**src/rtl/spi_host_pkg.sv**
```systemverilog
package spi_host_pkg;
  localparam int WORD_W = 16;
  localparam int HALF_W = WORD_W / 2;

  // byte offsets of the three host registers
  localparam logic [2:0] OFS_DATA = 3'd0;
  localparam logic [2:0] OFS_CTL  = 3'd2;
  localparam logic [2:0] OFS_STAT = 3'd4;

  // control field positions (software depends on these)
  localparam int B_EN    = 0;
  localparam int B_WIDE  = 2;
  localparam int B_RDIE  = 5;
  localparam int B_WRIE  = 6;
  localparam int B_CPOL  = 7;
  localparam int B_CPHA  = 8;
  localparam int B_DIV   = 9;
  localparam logic [WORD_W-1:0] CTL_MASK = 16'hFFE5;

  function automatic int unsigned word_bits(input logic wide);
    return wide ? WORD_W : HALF_W;
  endfunction

  function automatic int unsigned word_edges(input logic wide);
    return 2 * word_bits(wide);
  endfunction
endpackage

```
**src/rtl/spi_clk_div.sv**
```systemverilog
module spi_clk_div #(
  parameter int DIV_W = 7
) (
  input  logic             clk,
  input  logic             rst_n,
  input  logic             run,
  input  logic [DIV_W-1:0] div,
  output logic             tick
);
  logic [DIV_W-1:0] cnt_q;

  assign tick = run && (cnt_q == div);

  always_ff @(posedge clk or negedge rst_n) begin
    if (!rst_n)       cnt_q <= '0;
    else if (!run)    cnt_q <= '0;
    else if (tick)    cnt_q <= '0;
    else              cnt_q <= cnt_q + 1'b1;
  end
endmodule

```
**src/rtl/spi_shift_engine.sv**
```systemverilog
module spi_shift_engine
  import spi_host_pkg::*;
#(
  parameter int DATA_W = 16,
  localparam int EDGE_W = $clog2(2 * DATA_W)
) (
  input  logic              clk,
  input  logic              rst_n,
  input  logic              en,
  input  logic              start,
  input  logic              wide,
  input  logic              cpha,
  input  logic              tick,
  input  logic [DATA_W-1:0] tx_word,
  input  logic              miso,
  output logic              busy,
  output logic              mosi_bit,
  output logic              phase,
  output logic [DATA_W-1:0] rx_word,
  output logic              done,
  output logic [EDGE_W-1:0] edge_idx
);
  localparam int HALF = DATA_W / 2;

  logic [DATA_W-1:0] tx_q, rx_q;
  logic [EDGE_W-1:0] last_edge;
  logic              sample_now, shift_now;

  assign last_edge  = EDGE_W'(word_edges(wide) - 1);
  assign sample_now = busy && tick && (edge_idx[0] == cpha);
  assign shift_now  = busy && tick && (edge_idx[0] != cpha) && (edge_idx != '0);
  assign done       = en && busy && tick && (edge_idx == last_edge);
  assign rx_word    = sample_now ? {rx_q[DATA_W-2:0], miso} : rx_q;
  assign mosi_bit   = tx_q[DATA_W-1];

  always_ff @(posedge clk or negedge rst_n) begin
    if (!rst_n) begin
      busy <= 1'b0; phase <= 1'b0; edge_idx <= '0; tx_q <= '0; rx_q <= '0;
    end else if (!en) begin
      busy <= 1'b0; phase <= 1'b0; edge_idx <= '0;
    end else if (start && !busy) begin
      busy     <= 1'b1;
      phase    <= 1'b0;
      edge_idx <= '0;
      rx_q     <= '0;
      tx_q     <= wide ? tx_word : {tx_word[HALF-1:0], {HALF{1'b0}}};
    end else if (busy && tick) begin
      phase <= ~phase;
      rx_q  <= rx_word;
      if (shift_now) tx_q <= {tx_q[DATA_W-2:0], 1'b0};
      if (edge_idx == last_edge) begin
        busy     <= 1'b0;
        edge_idx <= '0;
      end else begin
        edge_idx <= edge_idx + 1'b1;
      end
    end
  end
endmodule

```
**src/rtl/spi_host_master.sv**
```systemverilog
module spi_host_master
  import spi_host_pkg::*;
#(
  parameter int DATA_W = 16,
  parameter int DIV_W  = 7,
  parameter int ADDR_W = 3,
  localparam int EDGE_W = $clog2(2 * DATA_W)
) (
  input  logic              clk,
  input  logic              rst_n,
  input  logic              bus_sel,
  input  logic              bus_wr,
  input  logic [ADDR_W-1:0] bus_addr,
  input  logic [DATA_W-1:0] bus_wdata,
  output logic [DATA_W-1:0] bus_rdata,
  output logic              irq,
  output logic              sclk,
  output logic              mosi,
  input  logic              miso
);
  localparam int HALF = DATA_W / 2;

  logic [DATA_W-1:0] ctl_q, rx_data_q, rx_word;
  logic              rx_full_q;
  logic              wr_data, rd_data, wr_ctl, start;
  logic              busy, mosi_bit, phase, done, tick;
  logic [EDGE_W-1:0] edge_idx;
  logic              en, wide, rd_ie, wr_ie, cpol, cpha;
  logic [DIV_W-1:0]  div;

  assign en    = ctl_q[B_EN];
  assign wide  = ctl_q[B_WIDE];
  assign rd_ie = ctl_q[B_RDIE];
  assign wr_ie = ctl_q[B_WRIE];
  assign cpol  = ctl_q[B_CPOL];
  assign cpha  = ctl_q[B_CPHA];
  assign div   = ctl_q[B_DIV +: DIV_W];

  assign wr_data = bus_sel &&  bus_wr && (bus_addr == ADDR_W'(OFS_DATA));
  assign rd_data = bus_sel && !bus_wr && (bus_addr == ADDR_W'(OFS_DATA));
  assign wr_ctl  = bus_sel &&  bus_wr && (bus_addr == ADDR_W'(OFS_CTL));
  assign start   = wr_data && en && !busy;

  spi_clk_div #(.DIV_W(DIV_W)) div_i (
    .clk(clk), .rst_n(rst_n), .run(busy && en), .div(div), .tick(tick)
  );

  spi_shift_engine #(.DATA_W(DATA_W)) eng_i (
    .clk(clk), .rst_n(rst_n), .en(en), .start(start), .wide(wide),
    .cpha(cpha), .tick(tick), .tx_word(bus_wdata), .miso(miso),
    .busy(busy), .mosi_bit(mosi_bit), .phase(phase), .rx_word(rx_word),
    .done(done), .edge_idx(edge_idx)
  );

  always_ff @(posedge clk or negedge rst_n) begin
    if (!rst_n) begin
      ctl_q     <= '0;
      rx_data_q <= '0;
      rx_full_q <= 1'b0;
    end else begin
      if (wr_ctl) ctl_q <= bus_wdata & CTL_MASK;
      if (done) begin
        rx_data_q <= wide ? rx_word : {{HALF{1'b0}}, rx_word[HALF-1:0]};
        rx_full_q <= 1'b1;
      end else if (rd_data) begin
        rx_full_q <= 1'b0;
      end
    end
  end

  always_comb begin
    case (bus_addr)
      ADDR_W'(OFS_DATA): bus_rdata = rx_data_q;
      ADDR_W'(OFS_CTL):  bus_rdata = ctl_q;
      ADDR_W'(OFS_STAT): bus_rdata = {{(DATA_W-2){1'b0}}, rx_full_q, busy};
      default:           bus_rdata = '0;
    endcase
  end

  assign sclk = cpol ^ (phase && en);
  assign mosi = en && busy && mosi_bit;
  assign irq  = (rd_ie && rx_full_q) || (wr_ie && en && !busy);
endmodule

```
**config.mk**
```make
export PLATFORM = sky130hd
export DESIGN_NAME = spi_host_master
export DESIGN_NICKNAME = d
export VERILOG_FILES = /design/src/rtl/spi_host_pkg.sv /design/src/rtl/spi_clk_div.sv /design/src/rtl/spi_shift_engine.sv /design/src/rtl/spi_host_master.sv
export SDC_FILE = /design/constraint.sdc
export NUM_CORES = 1
export LEC_CHECK = 0
export ABC_AREA = 1
export CORE_UTILIZATION = 55
export CTS_CLUSTER_DIAMETER = 100
export DETAILED_ROUTE_END_ITERATION = 10
export DONT_BUFFER_PORTS = 1
export PLACE_DENSITY = 0.7
export SLEW_MARGIN = 20
export SYNTH_ARGS = -nofsm -noshare
export SYNTH_HDL_FRONTEND = slang
export SYNTH_SLANG_ARGS = --single-unit
```
**constraint.sdc**
```tcl
create_clock -name clk -period 1.9 [get_ports clk]
set_clock_uncertainty 0.05 [all_clocks]
set_input_delay 0.475 -clock clk [delete_from_list [all_inputs] [get_ports clk]]
set_output_delay 0.475 -clock clk [all_outputs]
set_load 0.005 [all_outputs]
```
==> run summary <==
Multi-input gate area: 1860 um2
cell area after layout: 4440 um2
layout cells sized above 1: 8.87%
remaining antenna violation count: 0
CTS tree: built
RR Startpoint: eng_i.busy
min cycle time layout: 1.87 ns
Reg2Reg Depth: 10
clk slew on worst S/H paths: 0.08 ns
met2 usage: 43.8%
synthesized area: 4100 um2
DIE HEIGHT: 88.4 um
CTS sink cnt: 76
residual DRC count: 0
CP delay by family, top: flip-flops
Max-Cap Viols: 0
GR Util met1: 35.7%
Lkg Pwr: 2.34 nW
Synth cell types: 34
DRT iter0 DRCs: 177
gr busiest metal: met2
Final Hold Viols: 76
worst-case vdd ir drop: 0.000378 V
worst path bufs/invs: 2
WP data required: 1.37 ns
CTS root buf: clkbuf_8
slowest stage delay, CP: 0.38 ns
drt pass-1 iters: 4
pin count of the biggest net entering global routing: 77
crit path launch type: register
number of antenna violations at the first check in global routing: 0
DPL Wire Length: 6.83 mm
Placed Area: 4240 um2
Setup Viol. Count Final: 0
Setup Slack @ Placement: 0.136 ns
fin. max-slew vios: 0
vias in the first global route: 3277
crit path cell chain: buf_4, inv_1, o32ai_4
synthesis-to-layout area growth: 8.18%
Slowest-stage cell, CP: dfrtp_1
IO Count: 43
post-synthesis async set-or-reset flop share: 100%
Least-Margin Pin Slew: 0.516 ns
Mean Syn Cell Area: 7.28 um2
cell row count: 31
Critical Path Fanout Max: 7
final setup margin: 0.0328 ns
Synth Net Count: 590
period utilization: 98.3%
met3 global-route usage: 3.73%
critical path class: register to output port
Max clock buf depth: 2
Ys Warns: 0
first-pass GRT wire length: 15.8 mm
status: finished, violations left
R2R Path End: rx_data_q[14]
FF/Latch Area: 1900 um2
sum of negative setup slack: 0 ns
chip width: 88.4 um
htree depth: 3
Min Hold Slack: -0.235 ns
RSZ-0062 raised after global routing: no
detailed-route wire length per cell: 14.4 um
Port-buffer cells: 0
via count: 3495
fillers: 678
GPL Wtd Cong: 0.849
final wirelength: 9.68 mm
R2R Setup Slk: 0.16 ns
initial core utilization: 56.9%
vias per inst: 5.19
failing checks: hold timing
worst skew pair latency: 0.34 ns
fmax: 536 MHz
placed cell count: 659
core area: 7210 um2
sequential area share after synthesis: 46.4%
crit path capture type: output port
worst hold path type: input port to async pin
GR Overflow Total: 0
synthesized flop and latch total: 76
Arrival @ worst endpoint: 1.34 ns
n_diodes: 0
Layout Nets: 598
Slew headroom: 65.4%
cells after synthesis: 563
GRT Overall Usage: 26.7%
Pwr Density: 826 nW/um2
die area: 7810 um2
number of flops mapped to enable cells by yosys: 0
TritonCTS Buffers: 9
ys flop type: dfrtp_1
Finished Layout Cells: 674
==> worst max-delay path by stage <==
| stage | start | endpoint | cells past startpoint |
|---|---|---|---|
| after floorplan | bus_addr[0] | bus_rdata[11] | 6 |
| after global placement | eng_i.edge_idx[0] | rx_data_q[9] | 9 |
| after detailed placement | eng_i.edge_idx[0] | rx_data_q[13] | 9 |
| after CTS | ctl_q[0] | irq | 3 |
| after global routing | ctl_q[2] | bus_rdata[2] | 2 |
| final | ctl_q[0] | irq | 3 |
==> cell type report <==
type	instances	share of cell area, %
inverters	69	5.84
flip-flops and latches	76	42.9
multi-input cells	399	42.0
clock buffers	13	3.58
clock inverters	2	0.226
repair buffers	16	2.71
well taps	99	2.79
==> per-layer routing <==
metal	part of all wire, %	wire [um]
met4	2.9	282
met3	3.0	287
met2	47	4520
met5	0	0
met1	47	4580
==> state kept, by name, summed over array words and instances, names as in the netlist <==
signal          count
eng_i.rx_q         16
rx_full_q           1
div_i.cnt_q         7
eng_i.busy          1
eng_i.tx_q         16
ctl_q              13
eng_i.phase         1
rx_data_q          16
eng_i.edge_idx      5
==> report_power, final <==
part | switching [mW] | leakage [nW] | internal (mW)
registers | 0.0892 | 0.968 | 1.79
logic | 0.456 | 1.29 | 0.217
clock network | 0.579 | 0.0893 | 0.536
total | 1.12 | 2.34 | 2.54
==> stage by stage <==
step / total power, mW / utilization, %
final: 3.66 / 61.5
after global routing: 3.84 / 61.5
after CTS: 3.66 / 61.2
after detailed placement: 2.55 / 58.8
after global placement: 2.53 / 58.8
after floorplan: 2.37 / -
==> timing repair <==
item | CTS | global route
hold endpoints to repair | 76 | 76
endpoints found under the setup margin | 1 | 27
buffers inserted | 0 | 0
pin swaps | 0 | 0
gates resized for setup | 1 | 4
==> Yosys cell counts (all sizes together), types with 2 or more instances <==
cell,instances,share of area (%)
dfrtp,76,46
buf,10,1.7
xnor2,2,0.61
inv,69,6.3
nand3,55,7.1
nor2,52,5.4
ha,3,0.92
o21ai,46,5.6
clkbuf,9,0.82
nand4,3,0.82
nand2,217,20
a21oi,5,0.61
xor2,6,1.3
nor3b,2,0.37
==> cell families after synthesis <==
kind of cell	count (synthesis)	share of synthesized area (%)
buffers and inverters	88	8.85
DFF	76	46.4
xor gates and xnor gates	8	1.89
and+or+nand+nor	331	34.3
muxes	1	0.275
adders and majority gates	3	0.915
AOI/OAI and AO/OA	56	7.35
==> worst register-to-register path, stage by stage (launching register included) <==
cell and delay, ns:
dfrtp_1 0.45, nand2_2 0.12, inv_1 0.11, nand2_1 0.06
nor2_1 0.11, nand2_1 0.10, nor2_4 0.19, buf_4 0.20
nand3_1 0.11, nand3_1 0.12, nand2_1 0.05
==> layout by cell type, fill, tap and decap left out, types with 2 or more instances in the layout <==
cell      instances
buf_4            16
ha_1              3
xor2_1            6
nand3_1          53
a21oi_1           5
o21ai_0          44
clkbuf_8         11
o21ai_1           2
inv_2             4
dfrtp_1          76
nor3b_1           2
nor2_4            3
nand2_2           2
clkinv_2          2
clkbuf_1          2
nand4_1           2
nor2_2            4
inv_1            65
nand2_1         213
nand2_4           2
nor2_1           45
(Power assumes the default switching activity.)
